## config.mk

```make
export PLATFORM = sky130hd
export DESIGN_NAME = sr_wp_unit
export DESIGN_NICKNAME = d
export VERILOG_FILES = /design/src/rtl/sr_wp_pkg.sv /design/src/rtl/sr_wp_sync.sv /design/src/rtl/sr_wp_gate.sv /design/src/rtl/sr_wp_store.sv /design/src/rtl/sr_wp_unit.sv
export SDC_FILE = /design/constraint.sdc
export NUM_CORES = 1
export LEC_CHECK = 0
export BUFFER_PORTS_ARGS = -buffer_cell sky130_fd_sc_hd__buf_2
export CORE_AREA = 2 2 39 41
export CTS_CLUSTER_SIZE = 12
export DETAILED_ROUTE_END_ITERATION = 8
export DIE_AREA = 0 0 41 43
export REMOVE_ABC_BUFFERS = 1
export SLEW_MARGIN = 40
export SYNTH_ARGS = -nofsm -noshare
export SYNTH_HDL_FRONTEND = slang
export SYNTH_SLANG_ARGS = --single-unit
```

## constraint.sdc

```tcl
create_clock -name clk -period 0.98 [get_ports clk]
set_input_delay 0.196 -clock clk [delete_from_list [all_inputs] [get_ports clk]]
set_output_delay 0.196 -clock clk [all_outputs]
set_load 0.03 [all_outputs]
```

## src/rtl/sr_wp_pkg.sv

```systemverilog
package sr_wp_pkg;

   typedef enum logic [1:0] {
      RESP_NONE = 2'd0,
      RESP_ACK  = 2'd1,
      RESP_NAK  = 2'd2
   } resp_e;

   // A write is allowed when the pin releases the lock or the lock bit is clear.
   function automatic logic wr_allowed(input logic pin_level,
                                       input logic lock_bit,
                                       input bit   lock_en);
      if (!lock_en) return 1'b1;
      return pin_level | ~lock_bit;
   endfunction

endpackage

```

## src/rtl/sr_wp_sync.sv

```systemverilog
module sr_wp_sync #(
   parameter int STAGES  = 2,
   parameter bit RST_VAL = 1'b1
) (
   input  logic clk,
   input  logic rst_n,
   input  logic d,
   output logic q
);

   if (STAGES < 2) begin : g_bad_stages
      $error("sr_wp_sync: STAGES must be at least 2");
   end

   logic [STAGES-1:0] chain;

   for (genvar s = 0; s < STAGES; s++) begin : g_stage
      if (s == 0) begin : g_first
         always_ff @(posedge clk) begin
            if (!rst_n) chain[0] <= RST_VAL;
            else        chain[0] <= d;
         end
      end else begin : g_next
         always_ff @(posedge clk) begin
            if (!rst_n) chain[s] <= RST_VAL;
            else        chain[s] <= chain[s-1];
         end
      end
   end

   assign q = chain[STAGES-1];

endmodule

```

## src/rtl/sr_wp_gate.sv

```systemverilog
module sr_wp_gate
   import sr_wp_pkg::*;
#(
   parameter bit LOCK_EN = 1'b1
) (
   input  logic pin_level,
   input  logic lock_bit,
   output logic allow
);

   if (LOCK_EN) begin : g_locking
      always_comb allow = wr_allowed(pin_level, lock_bit, 1'b1);
   end else begin : g_open
      logic unused_gate;
      assign unused_gate = pin_level ^ lock_bit;
      always_comb allow = 1'b1;
   end

endmodule

```

## src/rtl/sr_wp_store.sv

```systemverilog
module sr_wp_store #(
   parameter int              SR_W    = 8,
   parameter logic [SR_W-1:0] WR_MASK = '0,
   parameter logic [SR_W-1:0] RST_VAL = '0
) (
   input  logic            clk,
   input  logic            rst_n,
   input  logic            load,
   input  logic [SR_W-1:0] d,
   output logic [SR_W-1:0] q
);

   logic unused_bits;
   assign unused_bits = ^(d & ~WR_MASK);

   for (genvar b = 0; b < SR_W; b++) begin : g_bit
      if (WR_MASK[b]) begin : g_rw
         always_ff @(posedge clk) begin
            if (!rst_n)    q[b] <= RST_VAL[b];
            else if (load) q[b] <= d[b];
         end
      end else begin : g_ro
         assign q[b] = RST_VAL[b];
      end
   end

endmodule

```

## src/rtl/sr_wp_unit.sv

```systemverilog
module sr_wp_unit
   import sr_wp_pkg::*;
#(
   parameter int SR_W        = 8,
   parameter int LOCK_BIT    = 7,
   parameter int BP_LSB      = 2,
   parameter int BP_W        = 2,
   parameter int SYNC_STAGES = 2,
   parameter bit LOCK_EN     = 1'b1,
   parameter bit PIN_RST     = 1'b1
) (
   input  logic            clk,
   input  logic            rst_n,
   input  logic            wr_req,
   input  logic [SR_W-1:0] wr_data,
   input  logic            wp_n_pin,
   output logic [SR_W-1:0] sr_q,
   output logic [BP_W-1:0] bp_field,
   output logic            wr_ack,
   output logic            wr_nak
);

   localparam logic [SR_W-1:0] BP_MASK   = SR_W'(((1 << BP_W) - 1) << BP_LSB);
   localparam logic [SR_W-1:0] LOCK_MASK = SR_W'(1) << LOCK_BIT;
   localparam logic [SR_W-1:0] WR_MASK   = BP_MASK | LOCK_MASK;
   localparam logic [SR_W-1:0] RST_VAL   = BP_MASK;

   if (LOCK_BIT >= SR_W) begin : g_bad_lock
      $error("sr_wp_unit: LOCK_BIT outside the register");
   end
   if (BP_LSB + BP_W > SR_W) begin : g_bad_bp
      $error("sr_wp_unit: block-protect field outside the register");
   end
   if (BP_LSB < 2) begin : g_bad_low
      $error("sr_wp_unit: bits 1:0 are reserved for busy and write-enable");
   end
   if (LOCK_BIT >= BP_LSB && LOCK_BIT < BP_LSB + BP_W) begin : g_bad_overlap
      $error("sr_wp_unit: lock bit overlaps block-protect field");
   end

   logic  wp_sync;
   logic  allow;
   logic  load;
   resp_e resp_q;

   sr_wp_sync #(
      .STAGES  (SYNC_STAGES),
      .RST_VAL (PIN_RST)
   ) u_sync (
      .clk   (clk),
      .rst_n (rst_n),
      .d     (wp_n_pin),
      .q     (wp_sync)
   );

   sr_wp_gate #(
      .LOCK_EN (LOCK_EN)
   ) u_gate (
      .pin_level (wp_sync),
      .lock_bit  (sr_q[LOCK_BIT]),
      .allow     (allow)
   );

   assign load = wr_req & allow;

   sr_wp_store #(
      .SR_W    (SR_W),
      .WR_MASK (WR_MASK),
      .RST_VAL (RST_VAL)
   ) u_store (
      .clk   (clk),
      .rst_n (rst_n),
      .load  (load),
      .d     (wr_data),
      .q     (sr_q)
   );

   always_ff @(posedge clk) begin
      if (!rst_n)      resp_q <= RESP_NONE;
      else if (!wr_req) resp_q <= RESP_NONE;
      else if (allow)  resp_q <= RESP_ACK;
      else             resp_q <= RESP_NAK;
   end

   assign wr_ack   = (resp_q == RESP_ACK);
   assign wr_nak   = (resp_q == RESP_NAK);
   assign bp_field = sr_q[BP_LSB +: BP_W];

endmodule

```

Word level (Yosys, flattened, before mapping)
Index checks and enable logic that the tools add are counted.
{ "op_classes": {"n_eq_ne": 2, "mux": 1, "bitwise_logic": 3, "reduce_logical": 1} }
{ "ops": {"columns": ["cell", "count"], "rows": [
  ["$eq A2 B1 Y1 const B", 1],
  ["$eq A2 B2 Y1 const B", 1],
  ["$mux W2", 1],
  ["$reduce_and A2 Y1", 1],
  ["$and A1 B1 Y1", 1],
  ["$not A1 Y1", 1],
  ["$or A1 B1 Y1", 1]
]} }
{ "totals": {"register_bits": 7, "in_bits": 12, "output_inout_bits": 12, "wordCells": 13} }

Depth between registers and ports, before layout
{ "depth": {"word_depth": 3, "depth_mapped": 3} }

By module
A second synthesis with hierarchy kept.
{ "hier_totals": {"cells_unflattened": 29, "hier_area_um2": 295.3} }
{ "by_module_without_submodules": {"columns": ["mod", "instances", "cells_per_inst", "area_per_inst_um2"], "rows": [
  ["sr_wp_store", 1, 15, 145.1],
  ["sr_wp_unit", 1, 9, 91.3],
  ["sr_wp_sync", 1, 4, 52.6],
  ["sr_wp_gate", 1, 1, 6.3]
]} }

Least setup slack after synthesis
OpenSTA, ideal clock, no wires.
{ "synth_timing": {"path_kind": "flip-flop to output port", "start": "reg resp_q[0]", "end": "out wr_ack", "t_arrival_ps": 762, "required_ps": 784, "slack_ps": 22, "stages_incl_launch_ff": 2, "cell_sequence": "dfxtp_1 > nor2b_1"} }
{ "synth_via": {"elab_chain_cells": 1} }
{ "synth_rtl": {"columns": ["item", "line", "rtl"], "rows": [
  ["start: declaration", "sr_wp_unit.sv:44", "resp_e resp_q;"],
  ["start signal: assignment", "sr_wp_unit.sv:79", "if (!rst_n) resp_q <= RESP_NONE;"],
  ["start signal: assignment", "sr_wp_unit.sv:80", "else if (!wr_req) resp_q <= RESP_NONE;"],
  ["start signal: assignment", "sr_wp_unit.sv:81", "else if (allow) resp_q <= RESP_ACK;"],
  ["$eq A2 B1 Y1", "sr_wp_unit.sv:85", "assign wr_ack = (resp_q == RESP_ACK);"],
  ["end: declaration", "sr_wp_unit.sv:19", "output logic wr_ack,"]
]} }
No other way between the ends.

Worst setup path after layout
Same ends and word-level chain as after synthesis.

==> results.toml <==
[routing]
drt_iter0_markers = 5
drc = 0
avgViaCountPerCell = 3.781
vias = 242
drt_first_pass_iters = 2
ant_nets = 0
drt-total-wl_um = 534
drt-wirelength-per-cell_um = 8.344

[clocking]
path_clk_slew_ps = 50
cts_max_level = 1
cts_tree = "yes"
clk_latency_ps = 250
cts_buffers = 3
cts.sinks = 7
cts_max_path_buffers = 2
cts_hold_buffers = 0
cts.root.buffer_cell = "clkbuf_4"

[yosys]
syn_avg_cell_area_um2 = 8.758
yosysWarnings = 0
synthCells = 35
seq_area_frac_synth_pct = 45.71
netlist_area_um2 = 306.5
synth_seq_cells = 7
ys_types = 12

[die]
ioPinCount = 24
die_area_um2 = 1763
core_area_um2 = 1384
initial_utilization_pct = 22.15
rows = 14
die_w_um = 41
die_h_um = 43

[global_route]
grt_overflow = 0
antenna_found_initial = 0
grt_usage_pct = 7.437
grt_max_degree = 7
grt_pass1_vias = 199
grt_first_pass_wirelength_um = 772

[pwr]
vdd_drop_max_uv = 577.6
p_per_area_nw_per_um2 = 1637
cellLeakagePower_nw = 0.1999
fin_total_pwr_mw = 0.7167

[run_status]
outcome = "finished, violations left"
violations = "negative setup slack"

[timing]
rsz0062_at_grt = "yes"
hold_viol_final = 0
clock_skew_ps = 5.948
fin_ws_ps = -86.52
fin_crit_ps = 1067
finalCritPeriodShare_pct = 108.8
setup_viol = 2
fmax_ghz = 0.9376
hold_slack_ps = 123.3
final_max_slew_viol_count = 0

[cells_and_area]
fill_cells = 164
area_growth_pct = 42.86
drive_gt1_share_pct = 52.08
num-nets-final = 61
final_util_pct = 31.65
n_antenna_cell = 0

[critical_path]
cp-start-kind = "flip-flop"
crit_arrival_ps = 870
r2r_cells = 3
end_kind = "primary output"
r2r_end = "u_store.q[2]"
r2r_start = "u_store.q[7]"
cp-endpoint = "wr_ack"
cp_data_required_time_ps = 780
path_class = "flip-flop to primary output"
rrSetupSlack_ps = 180
crit_fanout = 2
critPathLaunch = "resp_q[0]"

[placement]
dpl_worst_slack_ps = 163.6
port_buffers = 13
gp_congestion = 0.6115
dp_hpwl_um = 389.9

[hold_path]
hp-class = "input port to flip-flop"

[job]
maxCapViolCount = 0
==> power by group <==
group / switching [mW] / internal, mW / total (mW)
logic: 0.0836 / 0.0548 / 0.138
clock network: 0.108 / 0.156 / 0.263
registers: 0.0126 / 0.302 / 0.315
total: 0.204 / 0.513 / 0.717
==> cells in the final DEF, fill, tap and decap left out <==
master | synthesis | layout
dfxtp_1 | 7 | 2
nor2b_4 | 0 | 2
inv_2 | 1 | 1
a22oi_1 | 1 | 1
nor2b_1 | 3 | 1
nor2b_2 | 1 | 1
nand3_1 | 4 | 4
conb_1 | 1 | 5
clkbuf_1 | 0 | 1
clkbuf_4 | 0 | 3
dfxtp_2 | 0 | 5
o21ai_1 | 2 | 2
buf_6 | 0 | 7
buf_2 | 0 | 6
nand2b_1 | 3 | 3
nor2_1 | 2 | 2
nand2_1 | 2 | 2
==> per-stage QoR <==
| stage | std cells | area [um^2] | TNS [ps] |
|---|---|---|---|
| 2_1_floorplan | 31 | 261.5 | 0 |
| 3_3_place_gp | 60 | 346.6 | 0 |
| 3_5_place_dp | 60 | 346.6 | 0 |
| 4_1_cts | 64 | 397.9 | -175.4 |
| 5_1_grt | 64 | 437.9 | -259.5 |
| 6_report | 64 | 437.9 | -167.9 |
==> worst max-delay path, cell delays in order, from the launching register on <==
cell and delay (ps):
dfxtp_2 350, nor2b_4 140, buf_6 130
==> per-layer routing <==
| metal | share of wire, % | vias up | global-route usage, % |
|---|---|---|---|
| li1 | - | 123 | - |
| met1 | 38 | 102 | 6.129 |
| met2 | 48 | 17 | 9.688 |
| met3 | 14 | 0 | 7.853 |
| met4 | 0 | 0 | 6.000 |
| met5 | 0 | - | 0 |
==> cells by family after synthesis <==
group           synth area share, %
other cells                   1.223
simple gates                  26.53
flops                         45.71
buf+inv                       20.82
compound gates                5.715
==> repair_timing <==
| item | CTS | global route |
|---|---|---|
| gates resized for setup | 11 | 10 |
| endpoints found under the setup margin | 7 | 6 |
| setup buffers | 0 | 0 |
==> sequential cells by signal, summed over array words and instances (netlist names) <==
signal        count
u_store.q         3
resp_q            2
u_sync.chain      1
u_sync.q          1
==> Yosys cell counts <==
master    number  area (um^2)
buf_4          8        60.06
dfxtp_1        7        140.1
nand3_1        4        20.02
nand2b_1       3        18.77
nor2b_1        3        18.77
nand2_1        2        7.510
nor2_1         2        7.510
o21ai_1        2        10.01
a22oi_1        1        7.510
conb_1         1        3.750
inv_2          1        3.750
nor2b_2        1        8.760
==> how the worst min path moves through the flow <==
| stage | startpoint | end | slack [ps] | depth (start not counted) |
|---|---|---|---|---|
| after detailed placement | wp_n_pin | u_sync.chain[0] | 380 | 2 |
| after floorplan | rst_n | u_store.q[2] | 270 | 1 |
| final | wp_n_pin | u_sync.chain[0] | 120 | 2 |
| after global routing | wp_n_pin | u_sync.chain[0] | 120 | 2 |
| after CTS | wp_n_pin | u_sync.chain[0] | 110 | 2 |
| after global placement | wp_n_pin | u_sync.chain[0] | 380 | 2 |
==> area by class of cell <==
class | count | area [um^2] | area share (%)
Inverter | 1 | 3.754 | 0.8571
Tap cell | 16 | 20.02 | 4.571
Clock buffer | 4 | 26.28 | 6.000
Timing Repair Buffer | 13 | 108.9 | 24.86
Multi-Input combinational cell | 23 | 132.6 | 30.29
Sequential cell | 7 | 146.4 | 33.43
No activity file was read; power rests on OpenSTA's default activity.
